## src/rtl/wps_pkg.sv

```systemverilog
package wps_pkg;
  typedef enum logic [1:0] {
    K_IDLE,
    K_STEP,
    K_DATA_OK,
    K_DATA_LOCKED
  } wr_kind_e;
endpackage

```

## src/rtl/wps_window.sv

```systemverilog
module wps_window #(
  parameter int WIN_CYCLES = 64
) (
  input  logic clk_i,
  input  logic rst_ni,
  input  logic clr_i,
  input  logic stb_i,
  output logic expired_o
);
  localparam int CW = $clog2(WIN_CYCLES + 1);

  logic [CW-1:0] cnt_q;

  // cycles since the last write, saturating at the limit
  always_ff @(posedge clk_i or negedge rst_ni) begin
    if (!rst_ni)                      cnt_q <= CW'(WIN_CYCLES);
    else if (clr_i)                   cnt_q <= CW'(WIN_CYCLES);
    else if (stb_i)                   cnt_q <= '0;
    else if (cnt_q != CW'(WIN_CYCLES)) cnt_q <= cnt_q + 1'b1;
  end

  assign expired_o = (cnt_q == CW'(WIN_CYCLES));

  p_cnt_sat_r8: assert property (@(posedge clk_i) disable iff (!rst_ni)
    cnt_q <= CW'(WIN_CYCLES));
  p_stb_reopens_r8: assert property (@(posedge clk_i) disable iff (!rst_ni)
    (stb_i && !clr_i) |=> !expired_o);
endmodule

```

## src/rtl/wps_matcher.sv

```systemverilog
module wps_matcher #(
  parameter int AW = 13,
  parameter int DW = 8,
  parameter int N_STEPS = 3,
  parameter logic [N_STEPS*AW-1:0] ADDRS = '0,
  parameter logic [N_STEPS*DW-1:0] DATAS = '0
) (
  input  logic          clk_i,
  input  logic          rst_ni,
  input  logic          clr_i,
  input  logic          stale_i,
  input  logic          stb_i,
  input  logic [AW-1:0] addr_i,
  input  logic [DW-1:0] data_i,
  output logic          hit_o,
  output logic          done_o
);
  localparam int IW = (N_STEPS > 1) ? $clog2(N_STEPS) : 1;
  localparam int NT = 2 ** IW;

  logic [AW-1:0] step_addr [NT];
  logic [DW-1:0] step_data [NT];
  logic [NT-1:0] step_valid;

  for (genvar i = 0; i < NT; i++) begin : g_step
    if (i < N_STEPS) begin : g_used
      assign step_addr[i]  = ADDRS[i*AW +: AW];
      assign step_data[i]  = DATAS[i*DW +: DW];
      assign step_valid[i] = 1'b1;
    end else begin : g_pad
      assign step_addr[i]  = '0;
      assign step_data[i]  = '0;
      assign step_valid[i] = 1'b0;
    end
  end

  logic [IW-1:0] idx_q, cur;
  assign cur    = stale_i ? '0 : idx_q;
  assign hit_o  = stb_i && step_valid[cur] &&
                  (addr_i == step_addr[cur]) && (data_i == step_data[cur]);
  assign done_o = hit_o && (cur == IW'(N_STEPS - 1));

  always_ff @(posedge clk_i or negedge rst_ni) begin
    if (!rst_ni)      idx_q <= '0;
    else if (clr_i)   idx_q <= '0;
    else if (stb_i)   idx_q <= (hit_o && !done_o) ? cur + 1'b1 : '0;
    else if (stale_i) idx_q <= '0;
  end

  p_idx_range_r7: assert property (@(posedge clk_i) disable iff (!rst_ni)
    idx_q < IW'(N_STEPS));
  p_miss_idles_r7: assert property (@(posedge clk_i) disable iff (!rst_ni)
    (stb_i && !hit_o) |=> idx_q == '0);
endmodule

```

## src/rtl/wprot_sequencer.sv

```systemverilog
module wprot_sequencer
  import wps_pkg::*;
#(
  parameter int AW = 13,
  parameter int DW = 8,
  parameter int WIN_CYCLES = 64,
  parameter int EN_STEPS = 3,
  parameter int DIS_STEPS = 6,
  parameter logic [EN_STEPS*AW-1:0]  EN_ADDRS  = {13'h1555, 13'h0AAA, 13'h1555},
  parameter logic [EN_STEPS*DW-1:0]  EN_DATAS  = {8'hA0, 8'h55, 8'hAA},
  parameter logic [DIS_STEPS*AW-1:0] DIS_ADDRS = {13'h1555, 13'h0AAA, 13'h1555,
                                                  13'h1555, 13'h0AAA, 13'h1555},
  parameter logic [DIS_STEPS*DW-1:0] DIS_DATAS = {8'h20, 8'h55, 8'hAA,
                                                  8'h80, 8'h55, 8'hAA}
) (
  input  logic          clk_i,
  input  logic          rst_ni,
  input  logic          pwr_cycle_i,
  input  logic          wr_stb_i,
  input  logic [AW-1:0] addr_i,
  input  logic [DW-1:0] data_i,
  output logic          commit_o,
  output logic          tstart_o,
  output logic          prot_o
);
  logic prot_q, armed_q, commit_q, tstart_q;
  logic expired, armed_eff, wr_ok, seq_stb;
  logic en_hit, en_done, dis_hit, dis_done, is_cmd;
  wr_kind_e kind;

  assign wr_ok     = wr_stb_i && !pwr_cycle_i;
  assign armed_eff = armed_q && !expired;
  // an open unlock turns every write into data
  assign seq_stb   = wr_ok && !armed_eff;

  wps_window #(.WIN_CYCLES(WIN_CYCLES)) u_win (
    .clk_i, .rst_ni, .clr_i(pwr_cycle_i), .stb_i(wr_ok), .expired_o(expired)
  );

  wps_matcher #(.AW(AW), .DW(DW), .N_STEPS(EN_STEPS),
                .ADDRS(EN_ADDRS), .DATAS(EN_DATAS)) u_en (
    .clk_i, .rst_ni, .clr_i(pwr_cycle_i), .stale_i(expired), .stb_i(seq_stb),
    .addr_i, .data_i, .hit_o(en_hit), .done_o(en_done)
  );

  wps_matcher #(.AW(AW), .DW(DW), .N_STEPS(DIS_STEPS),
                .ADDRS(DIS_ADDRS), .DATAS(DIS_DATAS)) u_dis (
    .clk_i, .rst_ni, .clr_i(pwr_cycle_i), .stale_i(expired), .stb_i(seq_stb),
    .addr_i, .data_i, .hit_o(dis_hit), .done_o(dis_done)
  );

  assign is_cmd = en_hit || dis_hit;

  always_comb begin
    if (!wr_ok)                       kind = K_IDLE;
    else if (is_cmd)                  kind = K_STEP;
    else if (!prot_q || armed_eff)    kind = K_DATA_OK;
    else                              kind = K_DATA_LOCKED;
  end

  always_ff @(posedge clk_i or negedge rst_ni) begin
    if (!rst_ni) begin
      prot_q   <= 1'b0;
      armed_q  <= 1'b0;
      commit_q <= 1'b0;
      tstart_q <= 1'b0;
    end else begin
      commit_q <= (kind == K_DATA_OK);
      tstart_q <= (kind == K_DATA_OK) || (kind == K_DATA_LOCKED);
      if (pwr_cycle_i) begin
        armed_q <= 1'b0;
      end else if (en_done) begin
        prot_q  <= 1'b1;
        armed_q <= 1'b1;
      end else if (dis_done) begin
        prot_q  <= 1'b0;
        armed_q <= 1'b0;
      end else if (wr_ok) begin
        armed_q <= armed_eff;
      end else if (expired) begin
        armed_q <= 1'b0;
      end
    end
  end

  assign commit_o = commit_q;
  assign tstart_o = tstart_q;
  assign prot_o   = prot_q;

  p_commit_timer_r4: assert property (@(posedge clk_i) disable iff (!rst_ni)
    commit_o |-> tstart_o);
  p_cmd_silent_r3: assert property (@(posedge clk_i) disable iff (!rst_ni)
    is_cmd |=> (!tstart_o && !commit_o));
  p_rise_arms_r5: assert property (@(posedge clk_i) disable iff (!rst_ni)
    $rose(prot_o) |-> armed_q);
  p_pwr_keeps_r9: assert property (@(posedge clk_i) disable iff (!rst_ni)
    pwr_cycle_i |=> (prot_o == $past(prot_o)) && !armed_q);
endmodule

```

## config.mk

```make
export PLATFORM = sky130hd
export DESIGN_NAME = wprot_sequencer
export DESIGN_NICKNAME = d
export VERILOG_FILES = /design/src/rtl/wps_pkg.sv /design/src/rtl/wps_window.sv /design/src/rtl/wps_matcher.sv /design/src/rtl/wprot_sequencer.sv
export SDC_FILE = /design/constraint.sdc
export NUM_CORES = 1
export LEC_CHECK = 0
export ABC_AREA = 1
export BUFFER_PORTS_ARGS = -buffer_cell sky130_fd_sc_hd__buf_4
export CELL_PAD_IN_SITES_DETAIL_PLACEMENT = 0
export CELL_PAD_IN_SITES_GLOBAL_PLACEMENT = 2
export CORE_MARGIN = 3
export CORE_UTILIZATION = 30
export CTS_BUF_LIST = sky130_fd_sc_hd__clkbuf_4
export DETAILED_ROUTE_END_ITERATION = 16
export PLACE_DENSITY_LB_ADDON = 0.1
export SLEW_MARGIN = 20
export SYNTH_ARGS = -nofsm -noshare
export SYNTH_HDL_FRONTEND = slang
export SYNTH_SLANG_ARGS = --single-unit
```

## constraint.sdc

```tcl
create_clock -name clk_i -period 3 [get_ports clk_i]
set_clock_uncertainty 0.05 [all_clocks]
set_input_delay 0.15 -clock clk_i [delete_from_list [all_inputs] [get_ports clk_i]]
set_output_delay 0.15 -clock clk_i [all_outputs]
set_load 0.05 [all_outputs]
```

==> metrics, run 1 <==
status complete, no violations; Fin. Hold Viols 0; WS Path Type reg2reg; Vias/cell 4.52; Remaining DRCs 0; met1 Usage GRT 0.163; number of synthesized register bits 16; ys flop type dfrtp_1; Avg Cell Area, Syn 6.94 sq um; layout cells sized above 1 0.191; XOR/XNOR Fraction of Synth Area 0.0414; area of the multi-input gates 752 sq um; core area 0.00403 sq mm; Mapped Cells 183; area leader, netlist dfrtp_1; fin area 0.00157 sq mm; Synth top area share 0.296; RSZ-0062 raised after global routing false; R2R Path End commit_o$_DFF_PN0_; TritonCTS clock tree done; clock latency on the worst-skew pair 0.28 ns; Post-DP HPWL 2560 um; initial antenna violation count 0; Initial Util 0.315; adder-cell share of the synthesized area 0.0985; largest family of logic cells by synthesized area simple AND/OR/NAND/NOR gates; fillers 455; Post CTS Setup Buffer Count 0; Rows 23; wire length per cell 11.3 um; Fmax 376 MHz; post-synthesis simple-gate area fraction 0.392; Async SR Flop Fraction 1.00; crit path capture type flop; Max clock buf depth 2; most frequent cells after synthesis 47 x nand2_1, 27 x inv_1, 24 x nor2_1, 15 x dfrtp_1, 15 x nand3_1; global-route wire length before repair 5260 um; PwrDens 269 mW/mm^2; CP required 3.11 ns; first-pass iteration count of the detailed router 4; cells on worst reg2reg path 16; area delta synth->final 23.6%; post-synthesis mux area share 0; Post-synth EDFFs 0; clk sinks 16; Syn Nets 218; Yosys cell types 23; placed inst area 0.00152 sq mm; Crit path arrival time 2.78 ns; Root Driver clkbuf_4; Worst Hold Class in2reg; met2 usage 0.225; clock-pin slew on the worst setup and hold paths 0.08 ns; RR Startpoint u_win.cnt_q[0]$_DFFE_PN0P_; cts-stage hold buffer count 2; R2R Setup Slk 0.34 ns; GPL Wtd Cong 0.832; CP startpoint kind flop; Least-Margin Pin Slew 0.289 ns; initial DRC count 30; Total Routed Length 3010 um; post-synthesis compound-gate area fraction 0.0601; Slew Viols, Final 0; sequential-to-total area share from yosys stat 0.316; CP Launch Point u_win.cnt_q[0]$_DFFE_PN0P_; post_cts resized 0; ANT cells 0; Tcrit/Tclk final 0.887; antenna-violating nets left 0; die area 0.00505 sq mm; most frequent cell after synthesis nand2_1; register area 402 sq um; nets@finish 251; GR Overflow Total 0; vias in the first global route 1205; worst vdd ir 0.0931 mV; grt met3 use 0.00852; Post-Route Setup TNS 0 ns; GRT busiest layer met2; CTS Buf Count 3; all-layer global routing usage 0.127; IO Pins 28; final setup fails 0; max_slew headroom 0.806; DR vias 1198; H-tree Lvls 1; most area-consuming cells after synthesis dfrtp_1 30%, nand2_1 14%, ha_1 9.9%; Die Y 71.1 um; die width 71.1 um; LEAKAGE 0.834 nW; largest net degree at the start of global routing 17; worst setup path end commit_o$_DFF_PN0_; worst-path fanout max 11; minimum clock period 2.66 ns; port bufs 27; Post-Syn Area 0.00127 sq mm; max_cap viols 0; yosys warns 0
where the power goes:
group	switching (W)	internal, W
Combinational	0.0000504	0.0000391
Sequential	0.00000245	0.000220
Clock	0.0000622	0.0000481
Total	0.000115	0.000307
logic make-up (layout without fill, tap and decap cells):
| family | count (synthesis) | in the layout |
|---|---|---|
| buffers and inverters | 29 | 61 |
| adder cells (fa/ha/maj) | 10 | 10 |
| XOR/XNOR | 6 | 6 |
| flip-flops | 16 | 16 |
| AO/OA/AOI/OAI | 14 | 14 |
| AND/OR/NAND/NOR | 108 | 108 |
worst max-delay path, stage by stage, from the launching register on:
cell,delay (ns)
dfrtp_1,0.42
inv_1,0.07
ha_1,0.14
inv_1,0.04
nor2_1,0.10
nand3_2,0.26
nand2_2,0.22
inv_2,0.08
ha_1,0.25
nand2_1,0.08
nand3b_1,0.08
nor3b_1,0.22
o2111ai_1,0.16
nor2_2,0.15
nor2_1,0.06
nand2_1,0.11
nor2_1,0.06
per-stage QoR:
step                      cells  power [W]  setup WS [ns]   util  hold WS, ns
after global routing        265   0.000451         0.0411  0.390       0.0559
final                       265   0.000422          0.339  0.390       0.0575
after floorplan             183   0.000274          0.825      -       -0.196
after detailed placement    259   0.000316          0.358  0.378      -0.0276
after CTS                   265   0.000433          0.329  0.390       0.0494
after global placement      259   0.000315          0.422  0.378      -0.0305
metal layers:
| metal | part of all wire | up-vias |
|---|---|---|
| li1 | - | 639 |
| met1 | 0.46 | 527 |
| met2 | 0.50 | 28 |
| met3 | 0.035 | 4 |
| met4 | 0.0057 | 0 |
| met5 | 0 | - |
layout make-up:
| cell class | count | area share |
|---|---|---|
| multi-input cells | 138 | 0.479 |
| flip-flops and latches | 16 | 0.256 |
| repair buffers | 29 | 0.142 |
| inverters | 28 | 0.0669 |
| well taps | 50 | 0.0398 |
| clock buffers | 3 | 0.0143 |
| clock inverters | 1 | 0.00239 |
placed cells by master, fill, tap and decap left out, drive strengths merged:
cell,count
clkbuf,3
dfstp,1
nor3,4
xor2,5
clkinv,1
nor2,27
o2111ai,1
dlygate4sd3,2
nand3,17
a21boi,1
o21ai,12
nand3b,4
ha,10
inv,28
nand4,4
nand2,51
dfrtp,15
nor3b,1
xnor2,1
buf,27
sequential cells by signal, summed over array words and instances, names as in the netlist:
name,count
tstart_o,1
commit_o,1
u_en.idx_q,2
u_win.cnt_q,7
prot_o,1
u_dis.idx_q,3
armed_q,1
worst min-delay path by stage:
stage | startpoint | cells past startpoint | slack, ns | endpoint
global placement | rst_ni | 1 | -0.03 | tstart_o$_DFF_PN0_
detailed placement | rst_ni | 1 | -0.03 | tstart_o$_DFF_PN0_
finish | pwr_cycle_i | 2 | 0.06 | armed_q$_DFFE_PN0P_
CTS | pwr_cycle_i | 2 | 0.05 | armed_q$_DFFE_PN0P_
floorplan | rst_ni | 0 | -0.20 | armed_q$_DFFE_PN0P_
global route | pwr_cycle_i | 2 | 0.06 | armed_q$_DFFE_PN0P_
Note: power is estimated with default switching activity, not from simulation.
==> run 2: changes to the inputs <==
--- a/config.mk
+++ b/config.mk
@@ -11,7 +11,7 @@
 export CELL_PAD_IN_SITES_GLOBAL_PLACEMENT = 2
 export CORE_MARGIN = 3
 export CORE_UTILIZATION = 30
-export CTS_BUF_LIST = sky130_fd_sc_hd__clkbuf_4
+export CTS_BUF_LIST = sky130_fd_sc_hd__clkbuf_8
 export DETAILED_ROUTE_END_ITERATION = 16
 export PLACE_DENSITY_LB_ADDON = 0.1
 export SLEW_MARGIN = 20
==> run 2 against run 1 <==
Compared with the run above:
- critical path depth is the same
- setup slack gained 0.0041 ns
- global-route usage is essentially flat
- first-iteration DRC count grew 10%
- routed wire length grew 0.17%
- die area is the same
- combinational power shrank 1%
- non-clock buffer count shrank 1
- cell count shrank 0.38%
- highest routed layer unchanged
==> metrics, run 2 (synthesis gave the netlist of run 1 again) <==
Post-DP HPWL 2560 um (unchanged); cells on worst reg2reg path 16 (unchanged); worst setup path end commit_o$_DFF_PN0_; Fin. Hold Viols 0 (unchanged); status complete, no violations; CTS Buf Count 3 (unchanged); Fmax 376 MHz (+0.15%); R2R Setup Slk 0.34 ns (about the same); Psw 0.000123 W (+6.7%); Root Driver clkbuf_8; nets@finish 250 (-0.40%); Tcrit/Tclk final 0.886 (-0.00137); Rows 23 (unchanged); first-pass iteration count of the detailed router 4 (unchanged); GR Overflow Total 0 (unchanged); GPL Wtd Cong 0.832 (unchanged); largest net degree at the start of global routing 17 (unchanged); Comb pwr share 0.177 (-0.035); initial antenna violation count 0 (unchanged); Pwr Total 0.000498 W (+18%); die area 0.00505 sq mm (unchanged); crit-path max cell delay 0.41 ns (about the same); Crit path arrival time 2.74 ns (-0.04 ns); Worst Hold Class in2reg; commonest non-fill, non-tap cell in the layout nand2_1; RR Startpoint u_win.cnt_q[0]$_DFFE_PN0P_; max FFs per register 7 (unchanged); Total Routed Length 3010 um (+0.17%); Largest regs u_win.cnt_q: 7 flops, u_dis.idx_q: 3 flops, u_en.idx_q: 2 flops; port bufs 27 (unchanged); Die Y 71.1 um (unchanged); Bufs and invs on worst path 3 (unchanged); max_cap viols 0 (unchanged); all-layer global routing usage 0.127 (+0.000294); initial DRC count 33 (+10%); Flop pwr share 0.448 (-0.079); clk sinks 16 (unchanged); clock share of power 0.375 (+0.114); H-tree Lvls 1 (unchanged); worst setup margin 0.343 ns (+0.00412 ns); Crit-path slowest cell dfrtp_1; vias in the first global route 1196 (-0.75%); Remaining DRCs 0 (unchanged); LEAKAGE 0.843 nW (+1.1%); Sw Share 0.247 (-0.0258); TritonCTS clock tree done; Max clock buf depth 2 (unchanged); minimum clock period 2.66 ns (-0.00412 ns); commonest cells after routing, fill and taps aside 47 x nand2_1, 27 x inv_1, 27 x buf_4; worst-path fanout max 11 (unchanged); RSZ-0062 raised after global routing false; Post CTS Setup Buffer Count 0 (unchanged); clock latency on the worst-skew pair 0.25 ns (-0.03 ns); core area 0.00403 sq mm (unchanged); DR vias 1196 (-0.17%); crit path capture type flop; ANT cells 0 (unchanged); CP required 3.08 ns (-0.03 ns); global-route wire length before repair 5240 um (-0.25%); R2R Path End commit_o$_DFF_PN0_; Post-Route Setup TNS 0 ns (unchanged); area delta synth->final 25.1%; CP startpoint kind flop; number of cells on the critical path 16 (unchanged); antenna-violating nets left 0 (unchanged); PwrDens 313 mW/mm^2 (+16%); CP Launch Point u_win.cnt_q[0]$_DFFE_PN0P_; layout cells sized above 1 0.196 (+0.00556); max_slew headroom 0.806 (unchanged); IO Pins 28 (unchanged); cells along the critical path inv_1 > ha_1 > inv_1 > nor2_1 > nand3_2 > nand2_2 > inv_2 > ha_1 > nand2_1 > nand3b_1 > nor3b_1 > o2111ai_1 > nor2_2 > nor2_1 > nand2_1 > nor2_1; Slew Viols, Final 0 (unchanged); die width 71.1 um (unchanged); Int Pwr 0.000375 W (+22%); Vias/cell 4.53 (+0.21%); WS Path Type reg2reg; final setup fails 0 (unchanged); worst vdd ir 0.117 mV (+26%); clock-pin slew on the worst setup and hold paths 0.06 ns (-0.02 ns); wire length per cell 11.4 um (+0.55%); critical path's most frequent cell nor2_1; Least-Margin Pin Slew 0.289 ns (unchanged); family with the most delay on the worst path simple AND/OR/NAND/NOR gates; pre-CTS WS 0.358 ns (unchanged); post_cts resized 0 (unchanged); Initial Util 0.315 (unchanged); largest reg by FF count u_win.cnt_q
[run 2: changes by cell type in the layout (fill, tap and decap cells not counted), sizes merged]
cell / delta
clkbuf: +1
clkinv: -1
dlygate4sd3: -1
[run 2: worst min path at each step]
stage                                 endpoint     start  cells after the start
floorplan                  armed_q$_DFFE_PN0P_    rst_ni                      0
global route        u_win.cnt_q[6]$_DFFE_PN1P_  wr_stb_i                      2
global placement            tstart_o$_DFF_PN0_    rst_ni                      1
CTS                 u_win.cnt_q[6]$_DFFE_PN1P_  wr_stb_i                      2
finish              u_win.cnt_q[6]$_DFFE_PN1P_  wr_stb_i                      2
detailed placement          tstart_o$_DFF_PN0_    rst_ni                      1
[run 2: routing by layer]
metal	wire length, um	track usage	vias up
met3	107	0.00994	2
met1	1370	0.162	534
met4	16	0.0501	0
met2	1520	0.223	24
li1	-	-	636
met5	0	0	-
[run 2: area by class of cell]
class,count,area (sq um)
clock buffer,4,55.1
fill,450,2440
inverter,28,105
multi-input combinational,138,752
sequential,16,402
tap,50,62.6
timing repair buffer,28,213
[run 2: metrics by stage]
stage	cells	util	hold slack [ns]	instance area [sq um]
after floorplan	183	-	-0.196	1270
after global placement	259	0.378	-0.0305	1520
after detailed placement	259	0.378	-0.0276	1520
after CTS	264	0.394	0.0284	1590
after global routing	264	0.394	0.0432	1590
final	264	0.394	0.0336	1590
[run 2: repair_timing]
action,CTS,global route
hold buffers,1,0
endpoints found under the hold margin,16,0
setup endpoints to repair,0,0
[run 2: power groups by stage]
stage               logic (W)  clock network, W  registers [W]
floorplan           0.0000425                 0       0.000231
global placement    0.0000881                 0       0.000227
detailed placement  0.0000890                 0       0.000227
CTS                 0.0000903          0.000194       0.000223
global route         0.000101          0.000202       0.000223
finish              0.0000883          0.000186       0.000223
